--- src/rtl/tlb_test_port.sv ---
module tlb_test_port #(
  parameter int WAYS = 4,
  parameter int SETS = 8,
  parameter int PN   = 20
)(
  input  logic        clk,
  input  logic        rst_n,
  input  logic        acc_wr,
  input  logic        acc_rd,
  input  logic        acc_sel,
  input  logic [31:0] acc_wdata,
  input  logic [1:0]  cpl,
  input  logic        cr3_wr,
  output logic [31:0] acc_rdata,
  output logic        gp_fault
);
  localparam int IW = $clog2(SETS);
  localparam int WW = $clog2(WAYS);
  localparam int N  = WAYS * SETS;
  localparam int EW = WW + IW;
  localparam logic [31:0] CMD_MASK = 32'hFFFF_FFE1;
  localparam logic [31:0] DAT_MASK = 32'hFFFF_F01C;

  logic [31:0]   cmd_q, dat_q;
  logic [PN-1:0] tag_q  [N];
  logic [PN-1:0] phys_q [N];
  logic [N-1:0]  vld_q, d_q, u_q, w_q;

  wire priv_ok = (cpl == 2'd0);
  wire cmd_we  = acc_wr && priv_ok && !acc_sel;
  wire dat_we  = acc_wr && priv_ok && acc_sel;
  wire [PN-1:0] lin = acc_wdata[31:32-PN];
  wire [IW-1:0] set = acc_wdata[12 +: IW];
  wire ent_we  = cmd_we && !acc_wdata[0] && dat_q[4];
  wire look    = cmd_we && acc_wdata[0];
  wire [EW-1:0] wr_idx = {dat_q[2 +: WW], set};

  function automatic logic pair_ok(input logic x, input logic xn, input logic s);
    return (x == xn) || (s == x);
  endfunction

  logic [WAYS-1:0] hit;
  logic [WW-1:0]   hit_way;

  always_comb begin
    hit_way = '0;
    for (int w = 0; w < WAYS; w++) begin
      logic [EW-1:0] e;
      e = {WW'(w), set};
      hit[w] = (vld_q[e] == acc_wdata[11]) && (tag_q[e] == lin) &&
               pair_ok(acc_wdata[10], acc_wdata[9], d_q[e]) &&
               pair_ok(acc_wdata[8],  acc_wdata[7], u_q[e]) &&
               pair_ok(acc_wdata[6],  acc_wdata[5], w_q[e]);
      if (hit[w]) hit_way = WW'(w);
    end
  end

  wire one_hit = $onehot(hit);
  wire [EW-1:0] rd_idx = {hit_way, set};

  assign acc_rdata = (acc_rd && priv_ok) ? (acc_sel ? dat_q : cmd_q) : 32'd0;

  always_ff @(posedge clk) begin
    if (!rst_n) begin
      cmd_q    <= '0;
      dat_q    <= '0;
      gp_fault <= 1'b0;
      vld_q    <= '0;
      d_q      <= '0;
      u_q      <= '0;
      w_q      <= '0;
      for (int i = 0; i < N; i++) begin
        tag_q[i]  <= '0;
        phys_q[i] <= '0;
      end
    end else begin
      gp_fault <= (acc_wr || acc_rd) && !priv_ok;
      if (cmd_we) cmd_q <= acc_wdata & CMD_MASK;
      if (dat_we) dat_q <= acc_wdata & DAT_MASK;
      if (look) begin
        if (one_hit) dat_q <= {phys_q[rd_idx], 7'b0, 1'b1, 2'(hit_way), 2'b0};
        else         dat_q[4] <= 1'b0;
      end
      if (cr3_wr) vld_q <= '0;
      if (ent_we) begin
        tag_q[wr_idx]  <= lin;
        phys_q[wr_idx] <= dat_q[31:32-PN];
        vld_q[wr_idx]  <= acc_wdata[11];
        d_q[wr_idx]    <= acc_wdata[10];
        u_q[wr_idx]    <= acc_wdata[8];
        w_q[wr_idx]    <= acc_wdata[6];
      end
    end
  end


  fault_on_user_chk: assert property (@(posedge clk) disable iff (!rst_n)
    ((acc_wr || acc_rd) && cpl != 2'd0) |=> gp_fault);

  no_fault_priv_chk: assert property (@(posedge clk) disable iff (!rst_n)
    (!(acc_wr || acc_rd) || cpl == 2'd0) |=> !gp_fault);

  user_write_inert_chk: assert property (@(posedge clk) disable iff (!rst_n)
    (acc_wr && cpl != 2'd0) |=> ($stable(cmd_q) && $stable(dat_q)));

  cr3_clear_chk: assert property (@(posedge clk) disable iff (!rst_n)
    (cr3_wr && !ent_we) |=> (vld_q == '0));

  miss_keeps_chk: assert property (@(posedge clk) disable iff (!rst_n)
    (look && !one_hit) |=> (!dat_q[4] && $stable(dat_q[31:5]) && $stable(dat_q[3:0])));
endmodule

--- config.mk ---
export PLATFORM = sky130hd
export DESIGN_NAME = tlb_test_port
export DESIGN_NICKNAME = d
export VERILOG_FILES = /design/src/rtl/tlb_test_port.sv
export SDC_FILE = /design/constraint.sdc
export NUM_CORES = 2
export LEC_CHECK = 0
export ABC_AREA = 1
export BUFFER_PORTS_ARGS = -buffer_cell sky130_fd_sc_hd__buf_2
export CORE_MARGIN = 5
export CORE_UTILIZATION = 46
export DETAILED_ROUTE_END_ITERATION = 10
export PLACE_DENSITY = 0.57
export REMOVE_ABC_BUFFERS = 1
export SLEW_MARGIN = 20
export SYNTH_ARGS = -nofsm -noshare
export SYNTH_HDL_FRONTEND = slang
export SYNTH_SLANG_ARGS = --single-unit
--- constraint.sdc ---
create_clock -name clk -period 7.1 [get_ports clk]
set_clock_uncertainty 0.15 [all_clocks]
set_input_delay 0 -clock clk [delete_from_list [all_inputs] [get_ports clk]]
set_output_delay 0 -clock clk [all_outputs]
set_load 0.02 [all_outputs]
==> results.yml <==
placement:
  placedCellCount: 8291
  port_buffers: 71
  place_hpwl_um: 128100
  place_congestion: 0.8821
detailed_routing:
  routed_via_density: 5.854
  ant_nets: 0
  drt-total-wl_um: 228800
  num_vias: 50630
  avgRoutedWirePerCell_um: 26.45
  dr.pass1.iters: 6
  drc_errors: 0
  drtIter0Drc: 6583
layout:
  area_growth_pct: 12.55
  fin_cells: 8648
  ff_latch_area_um2: 42220
  post-route-util_pct: 52.03
  layout-drive-gt1-share_pct: 8.392
  fill_cells: 12550
  multiInputGateArea_um2: 19440
  nets: 6681
clocking:
  htree_num_levels: 4
  post_cts_resized: 0
  cts_tree: "yes"
  cts_buffer_depth: 3
  insertion_delay_ps: 790
  cts-root-buf: "clkbuf_16"
  postCtsSetupRepairBufs: 0
  cts.sinks: 1469
  hold_buffers: 60
  cts.clk_slew.worst_paths_ps: 60
  numCtsBuffers: 160
min_path:
  hp-class: "input port to flip-flop"
power_and_ir_drop:
  seq_power_share_pct: 50.5
  power_frac_clock_pct: 42.5
  p_sw_w: 0.004587
  cellLeakagePower_nw: 27.18
  powerDensity_nw_per_um2: 265.1
  power_frac_comb_pct: 7.1
  power.internal_w: 0.01463
  p_sw_share_pct: 23.87
  ir_drop_v: 0.0002381
yosys:
  synth_edf_count: 1280
  ys_seq_area_share_pct: 65.54
  syn_area_um2: 64420
  synth.distinct_cells: 42
  ys_warn_count: 0
  ys_ff_latch: 1469
  syn_area_per_cell_um2: 9.707
  syn_inst: 6637
  synthArstFlopShare_pct: 0
  synthFlopType: "edfxtp_1"
grt:
  grt_use_total_pct: 30.52
  grt_pass1_vias: 47680
  grt_max_degree: 93
  grt_first_pass_wirelength_um: 328500
  gr-total-overflow: 0
  antenna_found_initial: 8
die:
  start_util_pct: 46.23
  die_h_um: 384.2
  num_rows: 137
  dieArea_um2: 147600
  core_um2: 139400
  die_w_um: 384.2
  io_pins: 73
setup_path:
  end_kind: "flip-flop"
  slowest_stage: "clkinv_1"
  path_buf_inv: 9
  cp_max_fo: 20
  cp_data_arrival_time_ps: 6610
  cp_slowest_stage_delay_ps: 770
  critPathKind: "input port to flip-flop"
  path_common_cell: "dlygate4sd3_1"
  cp.required_ps: 7690
  worstPathCellList: "dlygate4sd3_1, buf_2, clkinv_1, nand3_1, nand2_1, nor2_1, nand2_1, nor2_1, nand3_2, inv_1, fa_1, ha_1, ha_1, nor2_1, nand3_1, buf_4, nand3_1, dlygate4sd3_1, nand2_1, dlygate4sd3_1, inv_1, dlygate4sd3_1"
  start_kind: "input port"
  crit_family: "buffers and inverters"
sta:
  rsz0062_at_grt: "no"
  setup_viol: 0
  hold_slack_ps: 103.5
  tightestPinTransition_ps: 1177
  slew_headroom_pct: 21.24
  fmax_mhz: 165.9
  fin_crit_sh_pct: 84.88
  period_needed_ps: 6026
  slew_violations: 0
  hold_viol_final: 0
run:
  drv_cap: 0
run_status:
  outcome: "finished clean"
-- layout by cell type, fill, tap and decap left out, drive strengths merged, types with 16 or more instances in the layout --
cell type and instances:
conb 48, buf 257, edfxtp 1280, clkinv 79, a22oi 174, nand2 1791
inv 214, nand4 170, o21ai 159, dlygate4sd3 60, nor3 20, nand3 310
o22ai 112, nor2 1413, a21oi 206, or2 16, clkbuf 225, dfxtp 189
-- tightest hold or removal path, stage by stage --
cell and delay (ps):
dlygate4sd3_1 530, buf_4 250, o21ai_0 130, a21oi_1 50
-- power groups by stage --
stage                     logic (W)  registers (W)  clock network, W
final                       0.00136        0.00970           0.00816
after floorplan            0.000667        0.00987                 0
after global routing        0.00143        0.00972           0.00859
after CTS                   0.00133        0.00970           0.00824
after detailed placement    0.00130        0.00988                 0
after global placement      0.00130        0.00987                 0
-- worst paths after layout --
check / endpoint / startpoint / depth (start not counted) / slack [ps]
setup / recovery: dat_q[4] / acc_wdata[30] / 22 / 1070
hold / removal: cmd_q[18] / rst_n / 4 / 100
setup reg to reg: dat_q[4] / tag_q[4][15] / 21 / 1490
hold reg to reg: dat_q[11] / dat_q[11] / 2 / 290
-- cell usage after synthesis, types with 4 or more instances --
cell / instances / area, um^2
buf_1: 38 / 142.6
nand3_1: 310 / 1551
nand4_1: 170 / 1064
buf_6: 20 / 225.2
o32ai_1: 4 / 35.03
buf_2: 88 / 440.4
clkinv_1: 20 / 75.07
dfxtp_1: 189 / 3784
clkbuf_1: 362 / 1359
nor3_1: 20 / 100.1
buf_4: 17 / 127.6
a22oi_1: 174 / 1306
nand2_1: 1789 / 6715
o22ai_1: 112 / 700.7
or2_2: 9 / 56.30
inv_2: 9 / 33.78
o21ai_0: 150 / 750.7
o21ai_1: 9 / 45.04
inv_1: 206 / 773.2
a21oi_1: 206 / 1031
xor2_1: 10 / 87.58
edfxtp_1: 1280 / 38440
or2_0: 7 / 43.79
nor2_1: 1409 / 5289
-- routing by layer --
metal / track usage (%) / vias up / share of wire (%)
met4: 12.21 / 0 / 4.3
li1: - / 22300 / -
met2: 47.45 / 2935 / 45
met5: 0 / - / 0
met1: 42.49 / 24940 / 40
met3: 5.862 / 458 / 11
-- flip-flops by register name, indices dropped and copies added (netlist names) --
register and flops:
w_q 32, u_q 32, gp_fault 1, phys_q 640, dat_q 32, cmd_q 28, d_q 32, tag_q 640
vld_q 32
-- layout make-up --
cell class	count	area share [%]
clock inverter	68	0.8697
timing repair buffer	318	3.448
clock buffer	224	6.148
tap	1876	3.237
sequential	1469	58.23
antenna	4	0.01381
inverter	235	1.242
multi-input combinational	4454	26.81
-- metrics by stage --
step                TNS (ps)  cell area (um^2)  setup WS, ps  total power [W]
finish                     0             72510          1074          0.01922
global route               0             72500          1008          0.01974
CTS                        0             72460          1375          0.01927
detailed placement         0             66780          1562          0.01118
global placement           0             66780          1581          0.01117
floorplan            -584500             62290         -4986          0.01054
-- cell families after synthesis --
| group | after synthesis | share of synthesized area (%) |
|---|---|---|
| AOI/OAI and AO/OA | 670 | 6.199 |
| buffers and inverters | 761 | 4.954 |
| other | 1 | 0.005821 |
| and+or+nand+nor | 3723 | 23.10 |
| xor gates and xnor gates | 10 | 0.1359 |
| adders and majority gates | 3 | 0.06991 |
| DFF | 1469 | 65.54 |
Power figures use the tool's default switching activity.
